==> src/rtl/srt_pkg.sv <==
package srt_pkg;
  localparam int SRT_ROW_W  = 32;
  localparam int SRT_N_PART = 4;
  localparam int SRT_MAG_W  = 4;
  // threshold 0.2 with magnitude LSB = 1/8 rounds to 2
  localparam int SRT_THRESH = 2;

  function automatic int idx_width(input int n);
    return (n > 1) ? $clog2(n) : 1;
  endfunction
endpackage

==> src/rtl/srt_min_tracker.sv <==
module srt_min_tracker #(
  parameter int PW    = 8,
  parameter int MAG_W = 4,
  localparam int IDX_W = srt_pkg::idx_width(PW)
) (
  input  logic [PW-1:0][MAG_W-1:0] mag_i,
  output logic [MAG_W-1:0]         min1_o,
  output logic [MAG_W-1:0]         min2_o,
  output logic [IDX_W-1:0]         idx_o
);
  always_comb begin
    min1_o = '1;
    min2_o = '1;
    idx_o  = '0;
    for (int i = 0; i < PW; i++) begin
      if (mag_i[i] < min1_o) begin
        min2_o = min1_o;
        min1_o = mag_i[i];
        idx_o  = IDX_W'(i);
      end else if (mag_i[i] < min2_o) begin
        min2_o = mag_i[i];
      end
    end
  end

  always_comb begin
    AST_MIN_ORDER: assert (min1_o <= min2_o) else $error("min order");
    AST_IDX_HOLDS_MIN: assert (mag_i[idx_o] == min1_o) else $error("idx");
  end
endmodule

==> src/rtl/srt_flag_chain.sv <==
module srt_flag_chain #(
  parameter int N_PART = 4
) (
  input  logic [N_PART-1:0] flag_i,
  input  logic [N_PART-1:0] par_i,
  output logic [N_PART-1:0] rflag_o,
  output logic [N_PART-1:0] rpar_o
);
  // left and right ripple chains; each partition sees all others
  logic [N_PART:0] pre_f, pre_p, suf_f, suf_p;

  assign pre_f[0]      = 1'b0;
  assign pre_p[0]      = 1'b0;
  assign suf_f[N_PART] = 1'b0;
  assign suf_p[N_PART] = 1'b0;

  for (genvar p = 0; p < N_PART; p++) begin : g_chain
    assign pre_f[p+1] = pre_f[p] | flag_i[p];
    assign pre_p[p+1] = pre_p[p] ^ par_i[p];
    assign suf_f[p]   = suf_f[p+1] | flag_i[p];
    assign suf_p[p]   = suf_p[p+1] ^ par_i[p];
    assign rflag_o[p] = pre_f[p] | suf_f[p+1];
    assign rpar_o[p]  = pre_p[p] ^ suf_p[p+1];
  end

  always_comb begin
    if (flag_i == '0)
      AST_NO_REMOTE: assert (rflag_o == '0) else $error("spurious remote flag");
    if ($countones(flag_i) > 1)
      AST_ALL_REMOTE: assert (&rflag_o) else $error("lost remote flag");
  end
endmodule

==> src/rtl/srt_partition.sv <==
module srt_partition #(
  parameter int PW     = 8,
  parameter int MAG_W  = 4,
  parameter int THRESH = 2,
  localparam int EW    = MAG_W + 1,
  localparam int IDX_W = srt_pkg::idx_width(PW)
) (
  input  logic [PW*EW-1:0] v2c_i,
  input  logic             rflag_i,
  input  logic             rpar_i,
  output logic             flag_o,
  output logic             par_o,
  output logic [PW*EW-1:0] c2v_o
);
  localparam logic [MAG_W-1:0] TH = MAG_W'(THRESH);

  logic [PW-1:0][MAG_W-1:0] mag;
  logic [PW-1:0]            sgn;
  logic [MAG_W-1:0]         min1, min2, sel1, sel2;
  logic [IDX_W-1:0]         idx;

  for (genvar i = 0; i < PW; i++) begin : g_unpack
    assign mag[i] = v2c_i[i*EW +: MAG_W];
    assign sgn[i] = v2c_i[i*EW + MAG_W];
  end

  srt_min_tracker #(.PW(PW), .MAG_W(MAG_W)) u_min (
    .mag_i (mag),
    .min1_o(min1),
    .min2_o(min2),
    .idx_o (idx)
  );

  assign flag_o = (min1 < TH);
  assign par_o  = ^sgn;

  // remote minimum unknown: threshold stands in when a neighbour flags
  assign sel1 = (rflag_i && (TH < min1)) ? TH : min1;
  assign sel2 = (rflag_i && (TH < min2)) ? TH : min2;

  always_comb begin
    for (int i = 0; i < PW; i++) begin
      c2v_o[i*EW +: EW] = {rpar_i ^ par_o ^ sgn[i],
                           (IDX_W'(i) == idx) ? sel2 : sel1};
    end
  end

  always_comb begin
    for (int i = 0; i < PW; i++) begin
      if (rflag_i)
        AST_CLAMP_TH: assert (c2v_o[i*EW +: MAG_W] <= TH) else $error("clamp");
    end
  end
endmodule

==> src/rtl/srt_check_row.sv <==
module srt_check_row #(
  parameter int ROW_W  = srt_pkg::SRT_ROW_W,
  parameter int N_PART = srt_pkg::SRT_N_PART,
  parameter int MAG_W  = srt_pkg::SRT_MAG_W,
  parameter int THRESH = srt_pkg::SRT_THRESH,
  localparam int EW    = MAG_W + 1,
  localparam int VW    = ROW_W * EW
) (
  input  logic              clk_i,
  input  logic              rst_ni,
  input  logic              start_i,
  input  logic [VW-1:0]     v2c_i,
  output logic              valid_o,
  output logic [N_PART-1:0] flag_o,
  output logic [VW-1:0]     c2v_o
);
  localparam int PW = ROW_W / N_PART;
  localparam int SW = PW * EW;

  logic [N_PART-1:0] flag, par, rflag, rpar;
  logic [VW-1:0]     c2v_d;

  for (genvar p = 0; p < N_PART; p++) begin : g_part
    srt_partition #(.PW(PW), .MAG_W(MAG_W), .THRESH(THRESH)) u_part (
      .v2c_i  (v2c_i[p*SW +: SW]),
      .rflag_i(rflag[p]),
      .rpar_i (rpar[p]),
      .flag_o (flag[p]),
      .par_o  (par[p]),
      .c2v_o  (c2v_d[p*SW +: SW])
    );
  end

  srt_flag_chain #(.N_PART(N_PART)) u_chain (
    .flag_i (flag),
    .par_i  (par),
    .rflag_o(rflag),
    .rpar_o (rpar)
  );

  always_ff @(posedge clk_i or negedge rst_ni) begin
    if (!rst_ni) begin
      valid_o <= 1'b0;
      flag_o  <= '0;
      c2v_o   <= '0;
    end else begin
      valid_o <= start_i;
      if (start_i) begin
        flag_o <= flag;
        c2v_o  <= c2v_d;
      end
    end
  end

  AST_VALID_PULSE: assert property (@(posedge clk_i) disable iff (!rst_ni)
    valid_o |-> $past(start_i)) else $error("valid without start");
  AST_VALID_DUE: assert property (@(posedge clk_i) disable iff (!rst_ni)
    start_i |=> valid_o) else $error("missing valid");
  AST_HOLD: assert property (@(posedge clk_i) disable iff (!rst_ni)
    !start_i |=> ($stable(c2v_o) && $stable(flag_o))) else $error("output moved");
endmodule

==> config.mk <==
export PLATFORM = sky130hd
export DESIGN_NAME = srt_check_row
export DESIGN_NICKNAME = d
export VERILOG_FILES = /design/src/rtl/srt_pkg.sv /design/src/rtl/srt_min_tracker.sv /design/src/rtl/srt_flag_chain.sv /design/src/rtl/srt_partition.sv /design/src/rtl/srt_check_row.sv
export SDC_FILE = /design/constraint.sdc
export NUM_CORES = 1
export LEC_CHECK = 0
export ABC_AREA = 0
export BUFFER_PORTS_ARGS = -buffer_cell sky130_fd_sc_hd__buf_2
export CAP_MARGIN = 5
export CORE_AREA = 10 10 186 188
export DETAILED_ROUTE_END_ITERATION = 10
export DIE_AREA = 0 0 196 198
export PLACE_DENSITY = 0.91
export SETUP_SLACK_MARGIN = 0.1
export SYNTH_ARGS = -nofsm -noshare
export SYNTH_HDL_FRONTEND = slang
export SYNTH_SLANG_ARGS = --single-unit
==> constraint.sdc <==
create_clock -name clk_i -period 2.26 [get_ports clk_i]
set_clock_uncertainty 0.05 [all_clocks]
set_input_delay 0.226 -clock clk_i [delete_from_list [all_inputs] [get_ports clk_i]]
set_output_delay 0.226 -clock clk_i [all_outputs]
set_load 0.05 [all_outputs]
==> results of run 1 <==
[cell usage after synthesis, drive strengths merged, types with 38 or more instances]
master  number  share of area [%]
a21oi      175                4.9
inv        178                3.6
xnor2       59                2.8
mux2        50                3.1
o21ai      167                4.6
nand2      181                3.7
ha         189                 13
clkbuf      68                1.4
nand3       43                1.2
nor3        57                1.6
a21o        59                2.4
a31oi       60                2.1
mux2i       43                2.4
a22oi       38                1.6
dfrtp      165                 23
nor2       261                5.4
[logic make-up after synthesis]
family | Yosys count | share of synthesized area (%)
compound gates | 826 | 31.96
xor+xnor | 63 | 3.008
fa+ha+maj | 192 | 13.08
buf+inv | 260 | 5.416
flops | 165 | 22.51
mux | 93 | 5.437
simple gates | 728 | 18.58
[stage by stage]
stage / instances / area, µm²
2_1_floorplan: 2327 / 19040
3_3_place_gp: 3698 / 26280
3_5_place_dp: 3698 / 26280
==> results by stage, run 1 <==
Outcome:
- The flow did not finish.
- The flow stopped in 4_1_cts.
- The tool reported: "[ERROR DPL-0033] detailed placement checks failed during check placement".

Clock network:
- CTS saw 165 sinks.
- Clock tree synthesis selected as its root buffer the cell clkbuf_16.
- The number of buffers inserted during clock tree synthesis is 17.
- The H-tree was split into 4 levels.
- The post-CTS resize count is 583.
- Buffers added to address setup during post-CTS repair amount to 163.
- Buffers inserted to repair hold after CTS numbered 1.
- In this run the deepest clock path goes through 2 buffers.

Floorplan:
- The die is 198 µm tall.
- The overall die width is 196 µm.
- The floorplan has 65 rows.
- The starting utilization of the core area is 59.04%.
- The number of top-level pins is 328.

Synth:
- The share of flip-flops with an asynchronous set or reset is 100.0%.
- The synthesized netlist occupies a cell area of 18340 µm².
- The unique cell type count in the Yosys netlist is 114.
- Counting every instance in the synthesized netlist gives 2327.
- After synthesis, the mean cell area works out to 7.882 µm².
- The count of warnings emitted by yosys is 0.
- The sequential fraction of the synthesis area is 22.51%.
- The number of synthesized flops with an enable pin is 0.
- In this run, synthesis produced a sequential element count of 165.
- Among all flip-flop cells after synthesis, the most frequent one is dfrtp_1.
- When the netlist entered floorplanning its net count stood at 2679.

Placed design:
- The worst setup timing slack at the placement stage is -8829 ps.
- After legalization and detailed placement, the total HPWL measured 68210 µm.
- The count of input and output buffers is 327.
- The congestion estimate from routability-driven global placement came to 1.044.
==> run 2: changes to the inputs <==
--- a/config.mk
+++ b/config.mk
@@ -8,11 +8,10 @@
 export ABC_AREA = 0
 export BUFFER_PORTS_ARGS = -buffer_cell sky130_fd_sc_hd__buf_2
 export CAP_MARGIN = 5
-export CORE_AREA = 10 10 186 188
+export CORE_AREA = 10 10 226 228
 export DETAILED_ROUTE_END_ITERATION = 10
-export DIE_AREA = 0 0 196 198
-export PLACE_DENSITY = 0.91
-export SETUP_SLACK_MARGIN = 0.1
+export DIE_AREA = 0 0 236 238
+export PLACE_DENSITY_LB_ADDON = 0.15
 export SYNTH_ARGS = -nofsm -noshare
 export SYNTH_HDL_FRONTEND = slang
 export SYNTH_SLANG_ARGS = --single-unit
==> run 2 against run 1 <==
Effect of this change:
- the flow now finishes, with violations (setup timing)
- synthesized cell count stayed put
- area after synthesis stayed put
==> results by stage, run 2 <==
Outcome:
- The flow ran to the end, but the final reports show violations.
- The final reports fail on setup timing.

Placed design:
- The count of input and output buffers is 327 (unchanged).
- The half-perimeter wire length after detailed placement is 58760 µm (-14%).
- The weighted congestion reported at the end of routability-driven placement was 0.9320 (-11%).
- The worst setup timing slack at the placement stage is -8667 ps (+162.1 ps).

GRT:
- The pin count of the biggest net entering global routing is 61.
- For this run, the total global-route usage over all layers was measured as 25.58%.
- The remaining global-route overflow is 0.
- The met3 track demand over resource in global routing is 4.320%.
- In the global route stage, met2 resource usage came out at 44.61%.
- Global routing used 31.42% of the available met1 tracks.
- The wire length of the first global-routing pass is 120100 µm.
- The initial antenna violation count is 0.
- The most used routing layer is met2.
- The via count of the first global-routing pass came to 23.04k.

Finish:
- The largest registers in the layout are c2v_o: 160 flops, flag_o: 4 flops, valid_o: 1 flops.
- The library cells used most frequently in the layout, excluding fill and tap cells, are 861 x buf_4, 317 x buf_2, 214 x nor2_1.
- Registers take 4129 µm².
- The fraction of layout cells with a size suffix above 1 is 54.38%.
- The number of antenna diodes is 0.
- The layout filler cell count is 3641.
- Measured on the finished design, the core utilization comes to 69.17%.
- The leading cell type in the layout, fill and taps excluded is buf_4.
- The multi-input combinational cells in the finished layout cover a total of 16660 µm².
- The net total in the final layout is 3890.
- The area growth from synthesis to layout is 74.84%.
- The register with the most flip-flops in the layout has 160 of them.
- The register with the most flip-flops is c2v_o.

Timing:
- The number of max-slew violations in the final report is 0.
- The total of endpoints with negative setup slack in the final report is 132.
- The fmax is 0.1030 GHz.
- The number of failing hold endpoints at the final stage was 0.
- The portion of the clock cycle consumed by the worst path in the final layout is 429.4%.
- The slew at the pin closest to its max-slew limit is 834.4 ps.
- Setup repair after global routing could not meet its margin everywhere.
- The post-route setup TNS is -927900 ps.
- Across all setup checks in the final design, the least slack found is -7445 ps.
- The final critical delay including setup and external delays is 9705 ps.
- The worst pin sits at a relative slew slack of 42.93%.

Critical path:
- The most common cell type on the critical path is ha_4.
- STA classifies the critical path endpoint as a register.
- The slowest stage of the critical path is the or4_4 cell.
- The kind of cell with the highest combined delay on the critical path is compound AO/OA/AOI/OAI gates.
- Counting both buffers and inverters, the worst setup path holds a total of 8.
- In this run the worst path has a maximum fanout of 8.
- STA classifies the critical path startpoint as an input port.
- The required time reported for the critical path endpoint is 2540 ps.
- In this design, the stage delay of the slowest critical-path cell is 550 ps.
- The critical path class is in2reg.
- The data arrival time of the worst path is 9990 ps.

Synth:
- The synthesized-area fraction occupied by adder cells is 13.08% (unchanged).
- The cell count after synthesis is 2327 (unchanged).
- The most common cell in the synthesized netlist is nor2_1.
- The number of synthesized flops with an enable pin is 0 (unchanged).
- The fraction of the mapped netlist area in compound gates is 31.96% (unchanged).
- The simple-gate portion of the synthesized area was 18.58% (unchanged).
- The fraction of synthesized cell area in xor and xnor cells is 3.008% (unchanged).
- The sequential fraction of the synthesis area is 22.51% (unchanged).
- The post-synthesis mux area share came to 5.437% (unchanged).
- The synthesized flop and latch total is 165 (unchanged).
- The most used flip-flop cell after synthesis is dfrtp_1.
- The count of warnings emitted by yosys is 0 (unchanged).
- The share of flip-flops with an asynchronous set or reset came to 100.0% (unchanged).
- The total standard cell area after synthesis is 18340 µm² (unchanged).
- The unique cell type count in the Yosys netlist came to 114 (unchanged).
- The synthesized area per cell is 7.882 µm² (unchanged).
- The synthesized design spends more area on one cell type than any other, namely dfrtp_1.
- After synthesis, the largest family of logic cells by area is compound AO/OA/AOI/OAI gates.
- The fraction of post-synthesis cell area in the top cell type by area came to 22.51% (unchanged).
- By count the netlist is led by 260 x nor2_1, 189 x ha_1, 181 x nand2_1.
- The number of nets in the synthesized netlist was 2679 (unchanged).
- Sorting the synthesized cells by area gives the leading types as dfrtp_1 23%, ha_1 13%, nor2_1 5.3%.

Floorplan:
- The die covers 56170 µm².
- The starting utilization of the core area came to 39.56% (-19 points).
- The number of top-level pins is 328 (unchanged).
- The overall die width came to 236 µm (+20%).
- The area inside the core boundary is 46360 µm².
- The number of core rows is 79 (+22%).
- The floorplan die height was 238 µm (+20%).

Pwr:
- Summed over all cells, the static leakage comes to 14.96 nW.
- The total power per unit cell area is 915.0 nW/µm².
- The overall power consumption is 29.34 mW.
- The peak supply drop is 1.332 mV.

Routing:
- The total via count after detailed routing is 23.07k.
- The first routing iteration left 1286 violations.
- The total wirelength of the detailed-routed design is 78310 µm.
- The wire length per cell after detailed routing is 18.83 µm.
- The remaining antenna violation count after routing is 0.
- The pre-antenna-repair detailed-routing pass consisted of 5 iterations.
- The post-route DRC violation count is 0.
- The post-detailed-route via-to-cell ratio is 5.549.

Clock network:
- TritonCTS built the clock tree.
- In this run the clock root is driven by a clkbuf_16.
- The largest buffer count on any clock path came to 2 (unchanged).
- The clock sink total was 165 (unchanged).
- The level count of the clock H-tree is 4 (unchanged).
- Clock latency on the worst-skew pair, taken at its later pin, is 450 ps.
- The clock-pin slew on the worst setup and hold paths is 70 ps.
- The number of buffers inserted during clock tree synthesis came to 17 (unchanged).

Flow run:
- The number of max-cap violations is 0.

Worst hold path:
- The type of the tightest min-delay check is in2reg.
run 2: metal layers:
layer / vias to the layer above / wire, µm
met5: - / 0
met4: 0 / 2599
met3: 159 / 4614
met2: 714 / 38490
met1: 11180 / 32600
li1: 11020 / -
run 2: final timing paths:
check / depth (start not counted) / end / startpoint / slack, ps
setup / recovery: 55 / c2v_o[85] / v2c_i[82] / -7440
hold / removal: 3 / c2v_o[44] / v2c_i[44] / 100
setup reg to reg: 1 / c2v_o[57] / c2v_o[57] / 1260
hold reg to reg: 1 / c2v_o[56] / c2v_o[56] / 420
max in group asynchronous: 3 / c2v_o[31] / rst_ni / 1140
min in group asynchronous: 2 / c2v_o[95] / rst_ni / 260
run 2: what timing repair did:
action | in CTS | in global routing
cloned | 3 | 0
endpoints found under the setup margin | 132 | 132
resized for setup | 400 | 311
hold buffers | 2 | 0
pin swaps | 266 | 237
endpoints found under the hold margin | 52 | 0
setup buffers | 133 | 74
run 2: worst min-delay path: stages:
cell and delay [ps]:
buf_2 110, xnor2_1 110, mux2_2 130
run 2: kinds of logic (layout without fill, tap and decap cells):
group / after synthesis / in the layout
buf+inv: 260 / 1483
compound gates: 826 / 826
fa+ha+maj: 192 / 192
simple gates: 728 / 729
flops: 165 / 165
mux: 93 / 93
xor+xnor: 63 / 63
run 2: cell type report:
cell class | instances | share of cell area, %
Clock buffer | 18 | 1.369
Clock inverter | 14 | 0.3785
Inverter | 178 | 2.126
Multi-Input combinational cell | 1903 | 51.97
Sequential cell | 165 | 12.88
Tap cell | 607 | 2.368
Timing Repair Buffer | 1273 | 28.92
run 2: power by group:
part / total (mW) / switching, mW / internal (mW) / leakage [nW]
Sequential: 4.66 / 0.769 / 3.89 / 2.04
Combinational: 21.8 / 12.1 / 9.72 / 12.6
Clock: 2.88 / 1.42 / 1.47 / 0.274
Total: 29.3 / 14.3 / 15.1 / 15.0
run 2: metrics by stage:
step	cells	hold WS [ps]	cell area, µm²
finish	4158	101.5	32070
floorplan	2327	-119.6	19040
detailed placement	3930	193.2	26780
global placement	3930	178.0	26780
global route	4158	105.3	32070
CTS	4096	86.38	30160
(Power assumes the default switching activity.)
